===== config.mk =====
export PLATFORM = sky130hd
export DESIGN_NAME = flash_byte_ctl
export DESIGN_NICKNAME = d
export VERILOG_FILES = /design/src/rtl/flash_byte_pkg.sv /design/src/rtl/flash_byte_decode.sv /design/src/rtl/flash_byte_array.sv /design/src/rtl/flash_byte_seq.sv /design/src/rtl/flash_byte_ctl.sv
export SDC_FILE = /design/constraint.sdc
export NUM_CORES = 1
export LEC_CHECK = 0
export BUFFER_PORTS_ARGS = -buffer_cell sky130_fd_sc_hd__buf_2
export CAP_MARGIN = 5
export CORE_UTILIZATION = 30
export DETAILED_ROUTE_END_ITERATION = 7
export MAX_ROUTING_LAYER = met4
export PLACE_DENSITY = 0.43
export SKIP_CTS_REPAIR_TIMING = 1
export SYNTH_ARGS = -nofsm -noshare
export SYNTH_HDL_FRONTEND = slang
export SYNTH_SLANG_ARGS = --single-unit

===== constraint.sdc =====
create_clock -name clk -period 4.3 [get_ports clk]
set_input_delay 0.43 -clock clk [delete_from_list [all_inputs] [get_ports clk]]
set_output_delay 0.43 -clock clk [all_outputs]
set_load 0.005 [all_outputs]

===== src/rtl/flash_byte_pkg.sv =====
package flash_byte_pkg;

    typedef enum logic [2:0] {
        M_STANDBY,
        M_OUT_DIS,
        M_READ,
        M_ID_READ,
        M_WRITE
    } fb_mode_e;

    typedef enum logic [1:0] {
        S_IDLE,
        S_PROG,
        S_ERASE
    } fb_state_e;

    localparam logic [7:0] ID_CODE_LO = 8'h89;
    localparam logic [7:0] ID_CODE_HI = 8'hB4;
    localparam logic [7:0] ERASED_BYTE = 8'hFF;

endpackage


===== src/rtl/flash_byte_decode.sv =====
module flash_byte_decode
    import flash_byte_pkg::*;
(
    input  logic       clk,
    input  logic       rst_n,
    input  logic       ce_n,
    input  logic       oe_n,
    input  logic       we_n,
    input  logic       vpp_hi,
    input  logic       id_hv,
    input  logic       addr0,
    input  logic [7:0] arr_data,
    output fb_mode_e   mode,
    output logic [7:0] dq_out,
    output logic       dq_oe
);

    always_comb begin
        if (ce_n)
            mode = M_STANDBY;
        else if (!oe_n && id_hv && !vpp_hi)
            mode = M_ID_READ;
        else if (!oe_n)
            mode = M_READ;
        else if (!we_n && vpp_hi)
            mode = M_WRITE;
        else
            mode = M_OUT_DIS;
    end

    always_comb begin
        dq_oe  = 1'b0;
        dq_out = 8'h00;
        unique case (mode)
            M_READ: begin
                dq_oe  = 1'b1;
                dq_out = arr_data;
            end
            M_ID_READ: begin
                dq_oe  = 1'b1;
                dq_out = addr0 ? ID_CODE_HI : ID_CODE_LO;
            end
            M_STANDBY, M_OUT_DIS, M_WRITE: begin
                dq_oe  = 1'b0;
                dq_out = 8'h00;
            end
            default: begin
                dq_oe  = 1'b0;
                dq_out = 8'h00;
            end
        endcase
    end

    // identifier reads return only the two fixed codes
    assert_id_code_R3: assert property (@(posedge clk) disable iff (!rst_n)
        (!ce_n && !oe_n && id_hv && !vpp_hi) |->
            (dq_out == (addr0 ? 8'hB4 : 8'h89)));

endmodule


===== src/rtl/flash_byte_array.sv =====
module flash_byte_array
    import flash_byte_pkg::*;
#(
    parameter int ADDR_W = 6,
    localparam int DEPTH = 1 << ADDR_W
) (
    input  logic              clk,
    input  logic              rst_n,
    input  logic [ADDR_W-1:0] rd_addr,
    output logic [7:0]        rd_data,
    input  logic [ADDR_W-1:0] wr_addr,
    input  logic [7:0]        wr_data,
    input  logic              prog_we,
    input  logic              erase_we,
    output logic              all_zero
);

    logic [7:0]       mem [DEPTH];
    logic [DEPTH-1:0] nonzero;
    logic [7:0]       cur_byte;

    always_ff @(posedge clk or negedge rst_n) begin
        if (!rst_n) begin
            for (int i = 0; i < DEPTH; i++) mem[i] <= ERASED_BYTE;
        end else if (erase_we) begin
            for (int i = 0; i < DEPTH; i++) mem[i] <= ERASED_BYTE;
        end else if (prog_we) begin
            mem[wr_addr] <= mem[wr_addr] & wr_data;
        end
    end

    for (genvar g = 0; g < DEPTH; g++) begin : g_nz
        assign nonzero[g] = |mem[g];
    end

    assign all_zero = ~|nonzero;
    assign rd_data  = mem[rd_addr];
    assign cur_byte = mem[wr_addr];

    // a program never turns a 0 bit into a 1
    assert_prog_clear_only_R7: assert property (@(posedge clk) disable iff (!rst_n)
        prog_we |=> ((mem[$past(wr_addr)] & ~$past(cur_byte)) == 8'h00));

    // an erase is only ever committed over an all-zero array
    assert_erase_needs_zero_R9: assert property (@(posedge clk) disable iff (!rst_n)
        erase_we |-> all_zero);

endmodule


===== src/rtl/flash_byte_seq.sv =====
module flash_byte_seq
    import flash_byte_pkg::*;
#(
    parameter int ADDR_W     = 6,
    parameter int OP_CYCLES  = 8,
    localparam int CNT_W     = (OP_CYCLES > 2) ? $clog2(OP_CYCLES) : 1
) (
    input  logic              clk,
    input  logic              rst_n,
    input  logic              we_n,
    input  fb_mode_e          mode,
    input  logic              id_hv,
    input  logic [ADDR_W-1:0] addr,
    input  logic [7:0]        din,
    input  logic              all_zero,
    output logic [ADDR_W-1:0] op_addr,
    output logic [7:0]        op_data,
    output logic              prog_we,
    output logic              erase_we,
    output logic              busy,
    output logic              erase_err
);

    localparam logic [CNT_W-1:0] LAST = CNT_W'(OP_CYCLES - 1);

    fb_state_e         state, state_nx;
    logic [CNT_W-1:0]  cnt;
    logic              we_q;
    logic              cap_ok, cap_erase;
    logic [ADDR_W-1:0] cap_addr;
    logic [7:0]        cap_data;
    logic              we_rise, last, take;

    assign we_rise = !we_q && we_n;
    assign last    = (cnt == LAST);
    assign take    = (state == S_IDLE) && we_rise && cap_ok;

    always_comb begin
        state_nx = state;
        unique case (state)
            S_IDLE: begin
                if (take) begin
                    if (!cap_erase)    state_nx = S_PROG;
                    else if (all_zero) state_nx = S_ERASE;
                end
            end
            S_PROG, S_ERASE: begin
                if (last) state_nx = S_IDLE;
            end
            default: state_nx = S_IDLE;
        endcase
    end

    always_ff @(posedge clk or negedge rst_n) begin
        if (!rst_n) begin
            state <= S_IDLE;
            cnt   <= '0;
        end else begin
            state <= state_nx;
            cnt   <= (state_nx == S_IDLE || state == S_IDLE) ? '0 : cnt + 1'b1;
        end
    end

    always_ff @(posedge clk or negedge rst_n) begin
        if (!rst_n) begin
            we_q      <= 1'b1;
            cap_ok    <= 1'b0;
            cap_erase <= 1'b0;
            cap_addr  <= '0;
            cap_data  <= '0;
            op_addr   <= '0;
            op_data   <= '0;
            erase_err <= 1'b0;
        end else begin
            we_q <= we_n;
            if (!we_n) begin
                cap_ok    <= (mode == M_WRITE);
                cap_erase <= id_hv;
                cap_addr  <= addr;
                cap_data  <= din;
            end
            if (take) begin
                op_addr   <= cap_addr;
                op_data   <= cap_data;
                erase_err <= cap_erase && !all_zero;
            end
        end
    end

    always_comb begin
        busy     = 1'b0;
        prog_we  = 1'b0;
        erase_we = 1'b0;
        unique case (state)
            S_IDLE:  busy = 1'b0;
            S_PROG: begin
                busy    = 1'b1;
                prog_we = last;
            end
            S_ERASE: begin
                busy     = 1'b1;
                erase_we = last;
            end
            default: busy = 1'b0;
        endcase
    end

    // once started, an operation keeps busy up until its commit cycle
    assert_busy_hold_R8: assert property (@(posedge clk) disable iff (!rst_n)
        (busy && !prog_we && !erase_we) |=> busy);

    // the captured operand does not move while an operation runs
    assert_operand_stable_R8: assert property (@(posedge clk) disable iff (!rst_n)
        (busy && $past(busy)) |-> $stable(op_addr));

    // a rejected erase starts no operation
    assert_reject_idle_R10: assert property (@(posedge clk) disable iff (!rst_n)
        $rose(erase_err) |-> !busy);

endmodule


===== src/rtl/flash_byte_ctl.sv =====
module flash_byte_ctl
    import flash_byte_pkg::*;
#(
    parameter int ADDR_W    = 6,
    parameter int OP_CYCLES = 8
) (
    input  logic              clk,
    input  logic              rst_n,
    input  logic              ce_n,
    input  logic              oe_n,
    input  logic              we_n,
    input  logic [ADDR_W-1:0] addr,
    input  logic [7:0]        dq_in,
    output logic [7:0]        dq_out,
    output logic              dq_oe,
    input  logic              vpp_hi,
    input  logic              id_hv,
    output logic              busy,
    output logic              erase_err
);

    fb_mode_e          mode;
    logic [7:0]        arr_data;
    logic [ADDR_W-1:0] op_addr;
    logic [7:0]        op_data;
    logic              prog_we, erase_we, all_zero;

    flash_byte_decode u_decode (
        .clk      (clk),
        .rst_n    (rst_n),
        .ce_n     (ce_n),
        .oe_n     (oe_n),
        .we_n     (we_n),
        .vpp_hi   (vpp_hi),
        .id_hv    (id_hv),
        .addr0    (addr[0]),
        .arr_data (arr_data),
        .mode     (mode),
        .dq_out   (dq_out),
        .dq_oe    (dq_oe)
    );

    flash_byte_array #(.ADDR_W(ADDR_W)) u_array (
        .clk      (clk),
        .rst_n    (rst_n),
        .rd_addr  (addr),
        .rd_data  (arr_data),
        .wr_addr  (op_addr),
        .wr_data  (op_data),
        .prog_we  (prog_we),
        .erase_we (erase_we),
        .all_zero (all_zero)
    );

    flash_byte_seq #(.ADDR_W(ADDR_W), .OP_CYCLES(OP_CYCLES)) u_seq (
        .clk       (clk),
        .rst_n     (rst_n),
        .we_n      (we_n),
        .mode      (mode),
        .id_hv     (id_hv),
        .addr      (addr),
        .din       (dq_in),
        .all_zero  (all_zero),
        .op_addr   (op_addr),
        .op_data   (op_data),
        .prog_we   (prog_we),
        .erase_we  (erase_we),
        .busy      (busy),
        .erase_err (erase_err)
    );

    // while deselected the bus is never driven
    assert_standby_hiz_R2: assert property (@(posedge clk) disable iff (!rst_n)
        ce_n |-> !dq_oe);

endmodule


==> flow_summary.toml <==
[final_layout]
nNetsFinal = 2885
final_cell_mix = "dfstp_2, a21oi_1, o21ai_0"
design_area_um2 = 35300
area_delta_synth_final_pct = 15.0
drive_gt1_frac = 0.395
final_cells = 4274
final_common_cell = "dfstp_2"

[worst_setup_path]
crit_arrival_ps = 4520
crit_type = "flop to flop"
cp.required_ps = 4820
rr_worst_depth = 8
worst-path-max-fanout = 27
start_kind = "flop"
cpMostUsedCell = "buf_4"
cp.depth = 8
crit_chain = "and3b_1 > buf_4 > a2111oi_0 > a31oi_1 > or3_1 > o31ai_4 > buf_4 > o21ai_0"
slowest_delay_ps = 630
critPathSlowestCell = "dfrtp_4"
cpLargestDelayFamily = "compound AO/OA/AOI/OAI gates"
cp-end-kind = "flop"
critPathBufInv = 2

[yosys]
avgSynthCellArea_um2 = 10.7
yosys-mux-area-fraction = 0.173
syn_inst = 2860
synth_simple_gate_area_frac = 0.101
synth-compound-area-share = 0.217
synth_edf_count = 0
synthXorXnorAreaFrac = 0
synthAdderAreaFrac = 0.00245
synth_area_um2 = 30700
ys_ff_latch = 549
ys_types = 75
syn_nets = 2887
synth-main-ff-cell = "dfstp_2"
synth_top_family_by_area = "compound AO/OA/AOI/OAI gates"
yosysWarnings = 0
yosysSeqAreaShare = 0.468
synth-async-reset-ratio = 1.00

[placement]
place_congestion = 1.03
dp_cells = 4144
hpwl_um = 115000
port_buffers = 31
dpl_cell_area_um2 = 33000

[die]
core-area_um2 = 101000
ios = 32
initial_core_util = 0.305
die_area_um2 = 104000
die_h_um = 322
fp.dieW_um = 322
num_rows = 116

[power]
ir_drop_v = 0.000377
netSwitchingPower_mw = 5.97
p_seq_frac = 0.349
comb_power_share = 0.277
clkPwrFrac = 0.374
intPower_mw = 9.92
power_leakage_nw = 12.5
finalPower_mw = 15.9
power_density_nw_per_um2 = 450
switching_share = 0.376

[global_route]
grt_pass1_wl_um = 220000
grt_max_degree = 120
grt_use_total = 0.313
grt.overflow.total = 0
antenna_found_initial = 3
grt_pass1_vias = 26200

[worst_hold_path]
worstHoldPathCells = 2
min_path_type = "primary input to flop"

[timing]
fin_crit_sh = 0.931
tns_ps = 0
setup_viol = 0
max_freq_mhz = 250
final_hold_viol_count = 0
worst-slew-pin-transition_ps = 1260
min_period_ps = 4000
skew_ps = 32.2
max-slew-margin-rel = 0.157
slew_violations = 0
grt_setup_unrepaired = "no"

[clock_tree]
path_clk_slew_ps = 60
cts_buffers = 69
cts.sinks = 549
clkLatencyLatePin_ps = 660
cts-root-buf = "clkbuf_16"
cts_tree = "done"
clock_path_buffers = 3
htreeDepth = 3

[routing]
finalWirelength_um = 159000
drtAntennaViolNets = 0
drt_first_pass_iters = 6
drtIter0Drc = 3921
vias_per_cell = 6.47
drc_errors = 0
drt-wirelength-per-cell_um = 37.2
num_vias = 27700

[run]
drv_cap = 0

[run_status]
status = "finished, final reports clean"
## cell families after synthesis
family	count (synthesis)
adder cells (fa/ha/maj)	6
buffers and inverters	271
multiplexers	299
AND/OR/NAND/NOR	632
AO/OA/AOI/OAI	1103
flip-flops	549
## per-stage QoR
stage               utilization  worst slack [ps]  hold WS (ps)
global route              0.350               315          5.97
finish                    0.350               299          11.8
floorplan                     -               935           134
CTS                       0.350               478         -14.6
detailed placement        0.328               481           424
global placement          0.328               484           422
## synthesized netlist by cell type, types with 9 or more instances
library cell  count  area, um^2
mux4_2          178        4010
a22oi_1          95         713
inv_1            10        37.5
nor4_1          136         851
buf_1            25        93.8
nor2_1          232         871
clkbuf_1        194         728
mux2i_1          46         460
nor2b_1          16         100
nand3_1          15        75.1
o21ai_1          25         125
a222oi_1          9        90.1
and3_1            9        56.3
dfrtp_1          36         901
nand2_1         131         492
buf_2            19        95.1
nand4_1          35         219
buf_6            15         169
o211ai_1         15         113
a221oi_1         28         245
o211ai_2         37         463
dfstp_2         513       13500
mux2_2           75         845
a21oi_1         473        2370
a21oi_2          23         201
a31oi_1          21         131
a22o_1            9        78.8
o21ai_0         296        1480
## layer usage
metal,vias to the layer above,global-route usage,part of all wire
met5,-,-,0
met4,0,0.133,0.051
met3,408,0.0875,0.10
met2,1832,0.459,0.44
met1,14400,0.401,0.40
li1,11000,-,-
## area by class of cell
cell class	count	area, um^2
diodes	8	20.0
clock buffers	97	2010
clock inverters	25	249
multi-input cells	2040	15200
fillers	10100	65400
inverters	11	41.3
well taps	1357	1700
repair buffers	187	1670
flip-flops and latches	549	14400
## registers in the layout, indices dropped and copies added, names as in the netlist
name	cells
u_seq.op_data	8
u_seq.cap_ok	1
u_seq.state	2
u_seq.we_q	1
u_seq.cap_data	8
u_array.mem	512
u_seq.op_addr	6
u_seq.cap_erase	1
u_seq.cnt	3
u_seq.erase_err	1
u_seq.cap_addr	6
## worst paths after layout
| check | from | end | slack [ps] |
|---|---|---|---|
| min in group asynchronous | rst_n | u_array.mem[456]$_DFFE_PN1P_ | 130 |
| worst max register to register | u_seq.op_addr[0]$_DFFE_PN0P_ | u_array.mem[508]$_DFFE_PN1P_ | 300 |
| worst min register to register | u_seq.cnt[0]$_DFF_PN0_ | u_seq.cnt[0]$_DFF_PN0_ | 440 |
| worst max-delay path | u_seq.op_addr[0]$_DFFE_PN0P_ | u_array.mem[508]$_DFFE_PN1P_ | 300 |
| max in group asynchronous | rst_n | u_array.mem[81]$_DFFE_PN1P_ | 3330 |
| worst min-delay path | dq_in[3] | u_seq.cap_data[3]$_DFFE_PN0N_ | 10 |
## power by group through the flow
stage / logic (mW) / registers [mW] / clock network, mW
after floorplan: 2.13 / 5.41 / 0
after global placement: 4.19 / 5.61 / 0
after detailed placement: 4.19 / 5.62 / 0
after CTS: 4.20 / 5.54 / 6.05
after global routing: 4.38 / 5.55 / 6.25
final: 4.40 / 5.55 / 5.94
(Power assumes the default switching activity.)
